## src/rtl/keycmd_pkg.sv

```systemverilog
package keycmd_pkg;
    localparam logic [7:0] OP_LAST_CMD  = 8'h0F;
    localparam logic [7:0] OP_SLEEP     = 8'h16;
    localparam logic [7:0] SLEEP_ACK    = 8'hE9;
    localparam logic [7:0] CRC_POLY_REV = 8'h8C;  // x^8+x^5+x^4+1, bit-reversed
    localparam int         KEY_FIELD_W  = 6;

    typedef enum logic [1:0] {
        RSP_ECHO,
        RSP_DSET,
        RSP_STAT
    } rsp_kind_e;

    typedef enum logic [1:0] {
        ACT_NONE,
        ACT_RECAL,
        ACT_SLEEP
    } act_e;
endpackage

```

## src/rtl/keycmd_crc8_fold.sv

```systemverilog
module keycmd_crc8_fold
    import keycmd_pkg::*;
(
    input  logic [7:0] crc_in,
    input  logic [7:0] data,
    output logic [7:0] crc_out
);
    logic [8:0][7:0] stage;

    assign stage[0] = crc_in;

    for (genvar i = 0; i < 8; i++) begin : g_bit
        logic mix;
        assign mix = stage[i][0] ^ data[i];
        assign stage[i+1] = {1'b0, stage[i][7:1]} ^ (mix ? CRC_POLY_REV : 8'h00);
    end

    assign crc_out = stage[8];
endmodule

```

## src/rtl/keycmd_window.sv

```systemverilog
module keycmd_window #(
    parameter int TICK_CYCLES  = 200000,
    parameter int WINDOW_TICKS = 100
) (
    input  logic clk,
    input  logic rst_n,
    input  logic restart,
    output logic expired
);
    localparam int PW = (TICK_CYCLES > 1) ? $clog2(TICK_CYCLES) : 1;
    localparam int WW = $clog2(WINDOW_TICKS + 1);

    typedef struct packed {
        logic [PW-1:0] pre;
        logic [WW-1:0] win;
    } win_t;

    win_t w_d, w_q;

    always_comb begin
        w_d = w_q;
        if (restart) begin
            w_d.pre = '0;
            w_d.win = '0;
        end else if (w_q.pre == PW'(TICK_CYCLES - 1)) begin
            w_d.pre = '0;
            if (w_q.win < WW'(WINDOW_TICKS)) begin
                w_d.win = w_q.win + 1'b1;
            end
        end else begin
            w_d.pre = w_q.pre + 1'b1;
        end
    end

    always_ff @(posedge clk) begin
        if (!rst_n) begin
            w_q <= '0;
        end else begin
            w_q <= w_d;
        end
    end

    assign expired = (w_q.win == WW'(WINDOW_TICKS));
endmodule

```

## src/rtl/keycmd_decoder.sv

```systemverilog
module keycmd_decoder
    import keycmd_pkg::*;
#(
    parameter int NUM_KEYS     = 48,
    parameter int TICK_CYCLES  = 200000,
    parameter int WINDOW_TICKS = 100
) (
    input  logic        clk,
    input  logic        rst_n,
    input  logic        rx_valid,
    input  logic [7:0]  rx_data,
    output logic        tx_valid,
    output logic [7:0]  tx_data,
    input  logic        tx_ready,
    output logic [5:0]  key_idx,
    input  logic [15:0] key_signal,
    input  logic [15:0] key_ref,
    input  logic [7:0]  key_integ,
    input  logic [4:0]  key_status,
    output logic        recal_req,
    output logic [5:0]  recal_key,
    output logic        sleep_req,
    output logic        comm_err
);
    localparam int KW = KEY_FIELD_W;

    typedef struct packed {
        logic            busy;
        rsp_kind_e       kind;
        logic [2:0]      idx;
        logic [7:0]      cmd;
        logic [7:0]      echo;
        logic [KW-1:0]   key;
        act_e            act;
        logic            pend;
        logic [7:0]      pend_byte;
        logic [7:0]      last;
        logic            armed;
        logic            err;
        logic            recal;
        logic            sleep;
    } st_t;

    st_t s_d, s_q;

    logic       win_restart;
    logic       win_expired;
    logic [7:0] stat_byte;
    logic [7:0] crc_cmd;
    logic [7:0] crc_stat;
    logic [2:0] last_idx;

    keycmd_window #(
        .TICK_CYCLES (TICK_CYCLES),
        .WINDOW_TICKS(WINDOW_TICKS)
    ) u_window (
        .clk    (clk),
        .rst_n  (rst_n),
        .restart(win_restart),
        .expired(win_expired)
    );

    assign stat_byte = {3'b111, key_status};

    keycmd_crc8_fold u_crc_cmd (
        .crc_in (8'h00),
        .data   (s_q.cmd),
        .crc_out(crc_cmd)
    );

    keycmd_crc8_fold u_crc_stat (
        .crc_in (crc_cmd),
        .data   (stat_byte),
        .crc_out(crc_stat)
    );

    always_comb begin
        case (s_q.kind)
            RSP_DSET: last_idx = 3'd4;
            RSP_STAT: last_idx = 3'd1;
            default:  last_idx = 3'd0;
        endcase
    end

    always_comb begin
        logic [7:0]    b;
        logic [KW-1:0] k;
        logic          key_ok;
        logic          confirm;

        s_d         = s_q;
        s_d.recal   = 1'b0;
        s_d.sleep   = 1'b0;
        win_restart = 1'b0;

        b       = s_q.pend_byte;
        k       = b[KW-1:0];
        key_ok  = (32'(k) < NUM_KEYS);
        confirm = s_q.armed && (s_q.last == b) && !win_expired;

        // reply play-out
        if (s_q.busy && tx_ready) begin
            if (s_q.idx == last_idx) begin
                s_d.busy  = 1'b0;
                s_d.idx   = '0;
                s_d.recal = (s_q.act == ACT_RECAL);
                s_d.sleep = (s_q.act == ACT_SLEEP);
                s_d.act   = ACT_NONE;
            end else begin
                s_d.idx = s_q.idx + 1'b1;
            end
        end

        // decode one held byte when idle
        if (s_q.pend && !s_q.busy) begin
            s_d.last  = b;
            s_d.armed = 1'b0;
            s_d.cmd   = b;
            s_d.key   = k;
            s_d.idx   = '0;
            if (b == OP_LAST_CMD) begin
                s_d.busy = 1'b1;
                s_d.kind = RSP_ECHO;
                s_d.echo = ~s_q.last;
                s_d.err  = 1'b0;
            end else if (b == OP_SLEEP) begin
                if (confirm) begin
                    s_d.busy = 1'b1;
                    s_d.kind = RSP_ECHO;
                    s_d.echo = SLEEP_ACK;
                    s_d.act  = ACT_SLEEP;
                end else begin
                    s_d.armed   = 1'b1;
                    win_restart = 1'b1;
                end
            end else if (b[7:6] == 2'b00 || !key_ok) begin
                s_d.err = 1'b1;
            end else if (b[7:6] == 2'b01) begin
                s_d.busy = 1'b1;
                s_d.kind = RSP_DSET;
            end else if (b[7:6] == 2'b10) begin
                s_d.busy = 1'b1;
                s_d.kind = RSP_STAT;
            end else if (confirm) begin
                s_d.busy = 1'b1;
                s_d.kind = RSP_ECHO;
                s_d.echo = ~b;
                s_d.act  = ACT_RECAL;
            end else begin
                s_d.armed   = 1'b1;
                win_restart = 1'b1;
            end
        end

        // input holding register
        if (rx_valid) begin
            s_d.pend      = 1'b1;
            s_d.pend_byte = rx_data;
        end else if (s_q.pend && !s_q.busy) begin
            s_d.pend = 1'b0;
        end
    end

    always_ff @(posedge clk) begin
        if (!rst_n) begin
            s_q      <= '0;
            s_q.kind <= RSP_ECHO;
            s_q.act  <= ACT_NONE;
        end else begin
            s_q <= s_d;
        end
    end

    always_comb begin
        case (s_q.kind)
            RSP_DSET: begin
                case (s_q.idx)
                    3'd0:    tx_data = key_signal[7:0];
                    3'd1:    tx_data = key_signal[15:8];
                    3'd2:    tx_data = key_ref[7:0];
                    3'd3:    tx_data = key_ref[15:8];
                    default: tx_data = key_integ;
                endcase
            end
            RSP_STAT: tx_data = (s_q.idx == 3'd0) ? stat_byte : crc_stat;
            default:  tx_data = s_q.echo;
        endcase
    end

    assign tx_valid  = s_q.busy;
    assign key_idx   = s_q.key;
    assign recal_req = s_q.recal;
    assign recal_key = s_q.key;
    assign sleep_req = s_q.sleep;
    assign comm_err  = s_q.err;
endmodule

```

## config.mk

```make
export PLATFORM = sky130hd
export DESIGN_NAME = keycmd_decoder
export DESIGN_NICKNAME = d
export VERILOG_FILES = /design/src/rtl/keycmd_pkg.sv /design/src/rtl/keycmd_crc8_fold.sv /design/src/rtl/keycmd_window.sv /design/src/rtl/keycmd_decoder.sv
export SDC_FILE = /design/constraint.sdc
export NUM_CORES = 1
export LEC_CHECK = 0
export ABC_AREA = 1
export BUFFER_PORTS_ARGS = -buffer_cell sky130_fd_sc_hd__buf_2
export CORE_ASPECT_RATIO = 0.75
export CORE_UTILIZATION = 26
export CTS_CLUSTER_DIAMETER = 30
export DETAILED_ROUTE_END_ITERATION = 12
export PLACE_DENSITY = 0.45
export SYNTH_ARGS = -nofsm -noshare
export SYNTH_HDL_FRONTEND = slang
export SYNTH_SLANG_ARGS = --single-unit
export TNS_END_PERCENT = 100
```

## constraint.sdc

```tcl
create_clock -name clk -period 2.67 [get_ports clk]
set_clock_uncertainty 0.1 [all_clocks]
set_input_delay 0.6675 -clock clk [delete_from_list [all_inputs] [get_ports clk]]
set_output_delay 0.6675 -clock clk [all_outputs]
set_load 0.05 [all_outputs]
```

==> reports/metrics.csv, run 1 <==
stage,metric,value,unit
critical_path,R2R Path End,u_window.w_q[5],
min_path,hold path cells,1,
critical_path,CP top delay family,simple AND/OR/NAND/NOR gates,
timing,Final setup viols,8,
die,Ports,81,
clock_network,largest buffer count on any clock path,2,
critical_path,Worst EP arrival,2.26,ns
die,Row Count,39,
min_path,hold path startpoint,u_window.w_q[7],
synth,Syn Std Cell Area,4120,sq um
die,chip width,147,um
grt,pin count of the biggest net entering global routing,32,
critical_path,crit path max-delay cell type,dfxtp_2,
timing,Fin. Hold Viols,0,
clock_network,CTS tree,yes,
grt,first-pass GRT wire length,19500,um
min_path,hold endpoint,u_window.w_q[7],
place,DP HPWL,9350,um
finish,area delta synth->final,42.4,%
synth,Avg Synthesized Cell Area,6.66,sq um
timing,unrepaired setup endpoints after global routing,true,
timing,post-layout min period,3.03,ns
timing,fin worst setup slack,-0.358,ns
synth,Synthesized Nets,686,
synth,synthesized flop and latch total,62,
place,Routability Congestion,0.829,
min_path,class of the worst hold path,reg2reg,
flow_run,Max-cap violations,0,
route,WL final,12300,um
route,DRT antenna net count,0,
synth,"Seq/Total Area, Yosys",30.1,%
finish,"most common cell after layout, fill and taps aside",nand2_1,
synth,distinct cell type count after synthesis,45,
timing,Rel. slew slack,59.9,%
timing,worst slew pin tran,0.601,ns
route,First-pass DRT Iterations,4,
critical_path,Crit Reg-Reg Startpoint,u_window.w_q[7],
grt,vias in the first global route,3979,
timing,fmax,0.330,GHz
die,Die ar.,16400,sq um
finish,fin util,38.2,%
power_and_ir_drop,static leakage,2.54,nW
synth,Async SR Flop Fraction,0,%
critical_path,critical path's largest stage delay,0.34,ns
critical_path,Crit. End Element,primary output,
route,DRC Markers,0,
critical_path,Critical Path RT,1.90,ns
clock_network,clk_lat worst skew,0.33,ns
timing,period utilisation layout,113,%
synth,number of synthesized flops with an enable pin,0,
critical_path,critical path's most frequent cell,nand2_2,
grt,GRT Total Usage,14.8,%
synth,YS warnings,0,
finish,diode count,0,
synth,prevailing post-synth register cell,dfxtp_1,
clock_network,Clock Sinks,62,
clock_network,clock-pin slew on the worst setup and hold paths,0.06,ns
timing,final hold slack,0.344,ns
finish,most frequent cells in the layout,"nand2_1 (88), inv_1 (72), buf_2 (71)",
critical_path,CP Max Fanout,3,
timing,Final Max Tran Viols,0,
critical_path,crit path buf inv count,2,
place,Placed Area,5040,sq um
critical_path,Worst Reg-to-Reg Cells,12,
route,wire per inst,13.0,um
synth,Mapped Cells,619,
grt,initial antenna violation count,0,
clock_network,Root Buffer,clkbuf_16,
timing,TNS Setup,-2.33,ns
critical_path,Startpoint Class,register,
route,1st-iter DRT viols,248,
grt,gr ovfl total,0,
power_and_ir_drop,cell area power density,568,nW/um^2
critical_path,CP Cell Sequence,buf_6 -> xnor2_2 -> nand2_2 -> nand2_2 -> nand2_4 -> nand2_4 -> nand2_4 -> nand2_2 -> nand2_2 -> nand2_2 -> nor2_4 -> nand3_1 -> nand3_1 -> nand2_2 -> a21oi_4 -> buf_6,
finish,share of layout cells above drive strength 1,35.6,%
critical_path,Crit Path Class,reg2out,
status,status,"complete, but fails checks",
die,Die Span Y,111,um
route,Vias,4321,
die,core region area,15400,sq um
finish,post-route cell area,5870,sq um
critical_path,r2r setup slk,0.44,ns
finish,nets,803,
clock_network,CTS H-tree lvls,3,
clock_network,# hold bufs at CTS,0,
power_and_ir_drop,worst vdd ir,0.320,mV
die,Initial Util,26.8,%
clock_network,CTS Buf Count,9,
route,DR vias/cell,4.57,
status,failing checks,setup timing,
finish,# fillers,1612,
place,Place WS,-0.449,ns
place,Port Buffer Count,80,
per-stage QoR:
step	power, mW	instances
final	3.33	946
after global placement	1.80	917
after detailed placement	1.80	917
after global routing	3.49	946
after CTS	3.22	943
after floorplan	1.56	619
repair_timing:
item                       in CTS  in global routing
resized for setup              61                 46
pin swaps                      15                 28
buffers inserted               10                  3
setup endpoints to repair       8                  8
layout make-up:
class	instances	area [sq um]	share of cell area (%)
clock buffers	13	270	4.61
clock inverters	3	65.1	1.11
inverters	86	333	5.67
multi-input cells	438	2750	46.8
flip-flops and latches	62	1260	21.5
well taps	205	256	4.37
repair buffers	139	935	15.9
metal layers:
metal | share of wire (%) | global-route usage, %
met1 | 52 | 21.6
met3 | 4.4 | 3.05
met2 | 43 | 22.4
met5 | 0 | 0
met4 | 0.36 | 2.75
synthesized netlist by cell type, types with 3 or more instances:
master / instances / area share [%]
nand4_1: 13 / 2.0
a21oi_1: 39 / 4.7
xor2_1: 16 / 3.4
buf_4: 12 / 2.2
nor2_2: 5 / 0.76
xnor2_1: 9 / 1.9
clkbuf_1: 12 / 1.1
buf_1: 3 / 0.27
nor2_1: 59 / 5.4
a31oi_1: 11 / 1.7
nand3_1: 49 / 6.0
nand2_2: 8 / 1.2
inv_2: 7 / 0.64
ha_1: 10 / 3.0
nor4_1: 5 / 0.76
nor3b_1: 3 / 0.55
buf_2: 3 / 0.36
inv_1: 78 / 7.1
a221oi_1: 8 / 1.7
nand2_1: 119 / 11
or2_2: 5 / 0.76
o21ai_0: 45 / 5.5
dfxtp_1: 62 / 30
nor3_1: 9 / 1.1
sequential cells by signal, summed over array words and instances (netlist names):
| name | flops |
|---|---|
| sleep_req | 1 |
| key_idx | 5 |
| comm_err | 1 |
| recal_req | 1 |
| tx_valid | 1 |
| u_window.w_q | 25 |
| s_q | 28 |
cell families after synthesis:
kind of cell,count (synthesis),synth area share [%]
adders and majority gates,10,3.04
AOI/OAI and AO/OA,117,16.6
and+or+nand+nor,284,31.8
DFF,62,30.1
xor gates and xnor gates,27,6.10
buffers and inverters,119,12.4
worst max path at each step:
stage,startpoint,endpoint,slack (ns),cells past startpoint
finish,s_q[10],tx_data[0],-0.36,16
global placement,key_status[1],tx_data[0],-0.44,17
floorplan,key_status[0],tx_data[2],-0.09,14
CTS,s_q[10],tx_data[0],-0.30,15
detailed placement,key_status[0],tx_data[7],-0.45,17
global route,key_idx[0],tx_data[0],-0.47,17
power by group:
group / leakage (nW) / total, mW / internal [mW] / switching (mW)
Combinational: 1.86 / 1.04 / 0.429 / 0.609
Clock: 0.166 / 1.30 / 0.892 / 0.411
Sequential: 0.509 / 0.992 / 0.959 / 0.0329
Total: 2.54 / 3.33 / 2.28 / 1.05
(Power assumes the default switching activity.)
==> run 2: changes to the inputs <==
CORE_UTILIZATION = 56   (was 26)
PLACE_DENSITY = 0.82   (was 0.45)
==> reports/metrics.csv, run 2 (synthesis gave the netlist of run 1 again) <==
stage,metric,value,unit
place,Port Buffer Count,80,
grt,GRT Total Usage,33.2,%
status,status,"complete, but fails checks",
timing,worst slew pin tran,0.675,ns
finish,Largest Register,s_q,
clock_network,clock-pin slew on the worst setup and hold paths,0.07,ns
critical_path,r2r setup slk,0.28,ns
timing,post-layout min period,3.24,ns
clock_network,clk_lat worst skew,0.36,ns
grt,pin count of the biggest net entering global routing,32,
timing,fin worst setup slack,-0.568,ns
die,Die Span Y,76.3,um
route,First-pass DRT Iterations,6,
min_path,hold path cells,2,
place,Place WS,-0.481,ns
timing,fmax,0.309,GHz
power_and_ir_drop,worst vdd ir,0.368,mV
critical_path,CP Max Fanout,6,
route,WL final,13900,um
finish,diode count,0,
die,Ports,81,
critical_path,crit path max-delay cell type,dfxtp_4,
power_and_ir_drop,Internal Power,1.84,mW
finish,FF+latch area,1260,sq um
die,Row Count,26,
finish,# fillers,476,
min_path,hold path startpoint,u_window.w_q[6],
finish,area delta synth->final,33.5,%
route,wire per inst,16.7,um
critical_path,Critical Path RT,1.90,ns
route,DR vias/cell,5.83,
timing,period utilisation layout,121,%
power_and_ir_drop,Reg power frac,33.9,%
grt,initial antenna violation count,0,
clock_network,CTS H-tree lvls,3,
timing,unrepaired setup endpoints after global routing,true,
finish,most frequent cells in the layout,"nand2_1 (87), inv_1 (73), buf_2 (71)",
finish,share of layout cells above drive strength 1,34.7,%
timing,Final Max Tran Viols,0,
critical_path,R2R Path End,s_q[31],
power_and_ir_drop,static leakage,2.41,nW
critical_path,Crit Reg-Reg Startpoint,s_q[19],
route,DRC Markers,0,
die,core region area,6960,sq um
critical_path,Worst Reg-to-Reg Cells,11,
power_and_ir_drop,cell area power density,532,nW/um^2
critical_path,CP top delay family,simple AND/OR/NAND/NOR gates,
power_and_ir_drop,Clk pwr share,28.5,%
route,Vias,4838,
critical_path,Startpoint Class,register,
die,chip width,101,um
power_and_ir_drop,switching pwr,1.09,mW
critical_path,CP Cell Sequence,inv_4 -> nand2_1 -> nand2_2 -> xor2_1 -> xor2_2 -> inv_1 -> nand3_4 -> nand3_1 -> nand3_2 -> nand2_2 -> a21oi_4 -> buf_6,
critical_path,Crit Path Class,reg2out,
critical_path,crit path buf inv count,3,
finish,Multi-input gate area,2720,sq um
min_path,class of the worst hold path,reg2reg,
critical_path,critical path's largest stage delay,0.38,ns
timing,final hold slack,0.352,ns
die,Initial Util,59.2,%
clock_network,largest buffer count on any clock path,2,
power_and_ir_drop,Net Sw Frac,37.3,%
clock_network,Clock Sinks,62,
finish,nets,794,
grt,gr ovfl total,0,
status,failing checks,setup timing,
clock_network,CTS Buf Count,9,
route,1st-iter DRT viols,499,
die,Die ar.,7710,sq um
place,DP HPWL,8480,um
timing,Fin. Hold Viols,0,
finish,"most common cell after layout, fill and taps aside",nand2_1,
grt,first-pass GRT wire length,20200,um
critical_path,critical path's most frequent cell,nand2_2,
place,Routability Congestion,0.888,
clock_network,# hold bufs at CTS,0,
flow_run,Max-cap violations,0,
power_and_ir_drop,share of total power in combinational logic,37.6,%
clock_network,Root Buffer,clkbuf_8,
clock_network,CTS tree,yes,
critical_path,Worst EP arrival,2.47,ns
timing,Rel. slew slack,54.8,%
timing,Final setup viols,8,
route,DRT antenna net count,0,
finish,max FFs per register,28,
min_path,hold endpoint,u_window.w_q[6],
critical_path,Crit. End Element,primary output,
grt,vias in the first global route,4349,
## run 2: cell types whose count changed in the layout (fill, tap and decap cells not counted), sizes merged
cell      before  now
buf          139  130
clkinvlp       0    2
bufinv         2    1
clkbuf        13   11
clkinv         2    3
## run 2: what timing repair did
action | CTS | global route
pin swaps | 27 | 22
endpoints found under the setup margin | 8 | 8
resized for setup | 68 | 37
setup buffers | 9 | 4
## run 2: area by class of cell
cell class	count	share of cell area, %
tap	98	2.23
clock buffer	11	2.57
timing repair buffer	130	15.6
sequential	62	23.0
inverter	86	6.10
multi-input combinational	438	49.5
clock inverter	5	1.07
## run 2: power groups by stage
stage          Combinational (mW)  Clock (mW)  Sequential [mW]
2_1_floorplan               0.550           0             1.01
3_3_place_gp                0.756           0             1.01
3_5_place_dp                0.777           0             1.01
4_1_cts                     0.910       0.840            0.988
5_1_grt                      1.16       0.885            0.995
6_report                     1.10       0.835            0.993
## run 2: metal layers
layer / wire length [um] / vias up / GRT usage [%]
met5: 0 / - / 0
met4: 760 / 0 / 12.2
met3: 1370 / 81 / 8.62
met2: 6360 / 325 / 55.9
met1: 5370 / 2195 / 40.5
li1: - / 2237 / -
## run 2: stage by stage
step           power [mW]  util, %  instance area [sq um]  setup TNS [ns]  std cells
2_1_floorplan        1.56        -                   4230          -0.487        619
3_3_place_gp         1.76     69.5                   4840           -2.72        801
3_5_place_dp         1.78     69.5                   4840           -3.39        801
4_1_cts              2.74     76.4                   5320           -2.45        826
5_1_grt              3.04     79.0                   5500           -4.48        830
6_report             2.93     79.0                   5500           -3.67        830
## run 2: worst register-to-register path, stage by stage (launching register included)
cell and delay (ns):
dfxtp_1 0.38, nor2_1 0.18, inv_1 0.09, nor3_1 0.15, nand2_1 0.27, inv_1 0.24, o31ai_1 0.10, inv_2 0.22
nand3_4 0.19, nand2_1 0.18, nand2_1 0.08, nor2_1 0.14
## run 2: worst max path at each step
stage,startpoint,endpoint,slack (ns),cells past startpoint
CTS,s_q[10],tx_data[0],-0.34,15
global placement,key_status[0],tx_data[7],-0.38,17
global route,key_idx[3],tx_data[7],-0.66,12
floorplan,key_status[0],tx_data[2],-0.09,14
finish,key_idx[0],tx_data[7],-0.57,12
detailed placement,key_status[0],tx_data[3],-0.48,16
==> run 3: changes to the inputs <==
CORE_UTILIZATION = 51   (was 56)
PLACE_DENSITY = 0.79   (was 0.82)
clock period = 2.6 ns   (was 2.67 ns; I/O delays follow)
==> reports/metrics.csv, run 3 (synthesis gave the netlist of run 1 again) <==
stage,metric,value,unit
critical_path,crit path max-delay cell type,dfxtp_4,
power_and_ir_drop,static leakage,2.43,nW
clock_network,# hold bufs at CTS,0,
route,WL final,12900,um
grt,pin count of the biggest net entering global routing,32,
finish,post-route cell area,5520,sq um
die,Ports,81,
clock_network,clk_lat worst skew,0.35,ns
grt,initial antenna violation count,0,
grt,first-pass GRT wire length,18300,um
route,DRC Markers,0,
clock_network,Clock Sinks,62,
critical_path,Crit Path Class,reg2out,
place,Port Buffer Count,80,
place,DP HPWL,8460,um
finish,most frequent cells in the layout,"nand2_1 (92), inv_1 (71), buf_2 (71)",
clock_network,CTS H-tree lvls,3,
finish,Largest Register,s_q,
timing,Final Max Tran Viols,0,
finish,diode count,0,
place,Placed Area,4870,sq um
power_and_ir_drop,Tot Pwr,2.90,mW
grt,gr ovfl total,0,
route,wire per inst,15.4,um
grt,vias in the first global route,4004,
critical_path,Crit. End Element,primary output,
grt,GRT Total Usage,27.6,%
critical_path,Worst EP arrival,2.32,ns
finish,# fillers,542,
clock_network,CTS tree,yes,
critical_path,CP Cell Sequence,buf_4 -> nand3_2 -> nand2_4 -> buf_4 -> xor2_1 -> nand3_2 -> a21oi_1 -> nand2_1 -> nand3_1 -> nand2_2 -> a21oi_4 -> buf_6,
timing,fmax,0.325,GHz
finish,max FFs per register,28,
clock_network,CTS Buf Count,9,
finish,area delta synth->final,34.1,%
critical_path,crit path buf inv count,3,
timing,period utilisation layout,118,%
critical_path,Startpoint Class,register,
power_and_ir_drop,cell area power density,525,nW/um^2
clock_network,clock-pin slew on the worst setup and hold paths,0.07,ns
status,failing checks,setup timing,
clock_network,Root Buffer,clkbuf_8,
route,Vias,4687,
finish,nets,796,
timing,post-layout min period,3.07,ns
route,1st-iter DRT viols,575,
critical_path,CP top delay family,simple AND/OR/NAND/NOR gates,
route,First-pass DRT Iterations,5,
route,DR vias/cell,5.61,
die,Initial Util,54.4,%
timing,worst slew pin tran,0.565,ns
die,Row Count,27,
timing,Fin. Hold Viols,0,
die,Die Span Y,79.8,um
min_path,class of the worst hold path,reg2reg,
timing,Rel. slew slack,62.3,%
timing,Final setup viols,8,
place,Routability Congestion,0.902,
timing,final hold slack,0.352,ns
critical_path,critical path's largest stage delay,0.37,ns
clock_network,largest buffer count on any clock path,2,
route,DRT antenna net count,0,
finish,share of layout cells above drive strength 1,34.7,%
timing,unrepaired setup endpoints after global routing,true,
die,chip width,106,um
flow_run,Max-cap violations,0,
critical_path,CP Max Fanout,5,
power_and_ir_drop,worst vdd ir,0.381,mV
die,Die ar.,8450,sq um
status,status,"complete, but fails checks",
finish,"most common cell after layout, fill and taps aside",nand2_1,
place,Place WS,-0.482,ns
timing,fin worst setup slack,-0.474,ns
die,core region area,7570,sq um
timing,TNS Setup,-3.54,ns
critical_path,Critical Path RT,1.85,ns
-- run 3: cell count changes in the layout (fill, tap and decap cells not counted), moves of 2 or more --
| cell | before | now |
|---|---|---|
| buf_4 | 44 | 47 |
| nand2_1 | 87 | 92 |
| nand2_2 | 30 | 24 |
| inv_1 | 73 | 71 |
| inv_2 | 9 | 12 |
| clkbuf_8 | 10 | 12 |
-- run 3: metal layers --
layer  share of wire [%]  GRT usage, %  vias up
met5                   0             0        -
li1                    -             -     2245
met2                  45          46.6      294
met4                 3.8          6.81        0
met3                 8.9          8.41       53
met1                  42          34.3     2095
-- run 3: path summary, 6_finish.rpt --
path,startpoint,end,slack (ns),depth (start not counted)
setup reg to reg,key_idx[0],s_q[29],0.17,15
hold reg to reg,s_q[20],s_q[20],0.35,2
hold / removal,s_q[20],s_q[20],0.35,2
setup / recovery,key_idx[4],tx_data[0],-0.47,12
-- run 3: final cells by class --
type,instances,area [sq um],area share (%)
Tap cell,101,126,2.29
Inverter,86,333,6.02
Timing Repair Buffer,132,875,15.8
Clock inverter,3,17.5,0.317
Multi-Input combinational cell,438,2740,49.6
Clock buffer,13,169,3.06
Sequential cell,62,1260,22.8
-- run 3: worst register-to-register path: stages (launching register included) --
cell and delay, ns:
dfxtp_4 0.39, inv_4 0.05, buf_4 0.12, buf_4 0.12
buf_4 0.13, nand2_2 0.05, o211ai_2 0.08, nor4_2 0.28
nand2_2 0.16, inv_2 0.11, nor2_2 0.06, o21ai_4 0.11
nand3_4 0.20, nand2_1 0.17, nand2_1 0.08, nor2_1 0.15
-- run 3: per-stage QoR --
stage	utilization (%)	cells
4_1_cts	70.0	831
3_5_place_dp	64.3	807
5_1_grt	73.0	835
2_1_floorplan	-	619
3_3_place_gp	64.3	807
6_report	73.0	835
-- run 3: power breakdown --
group	total (mW)	internal [mW]	switching (mW)	leakage (nW)
Sequential	1.02	0.984	0.0353	0.509
Clock	0.788	0.421	0.367	0.0954
Combinational	1.09	0.427	0.664	1.82
-- run 3: repair_timing --
item	4_1_cts	5_1_grt
resized for setup	59	44
cloned	0	0
buffers inserted	8	4
pin swaps	16	23
setup endpoints to repair	8	8
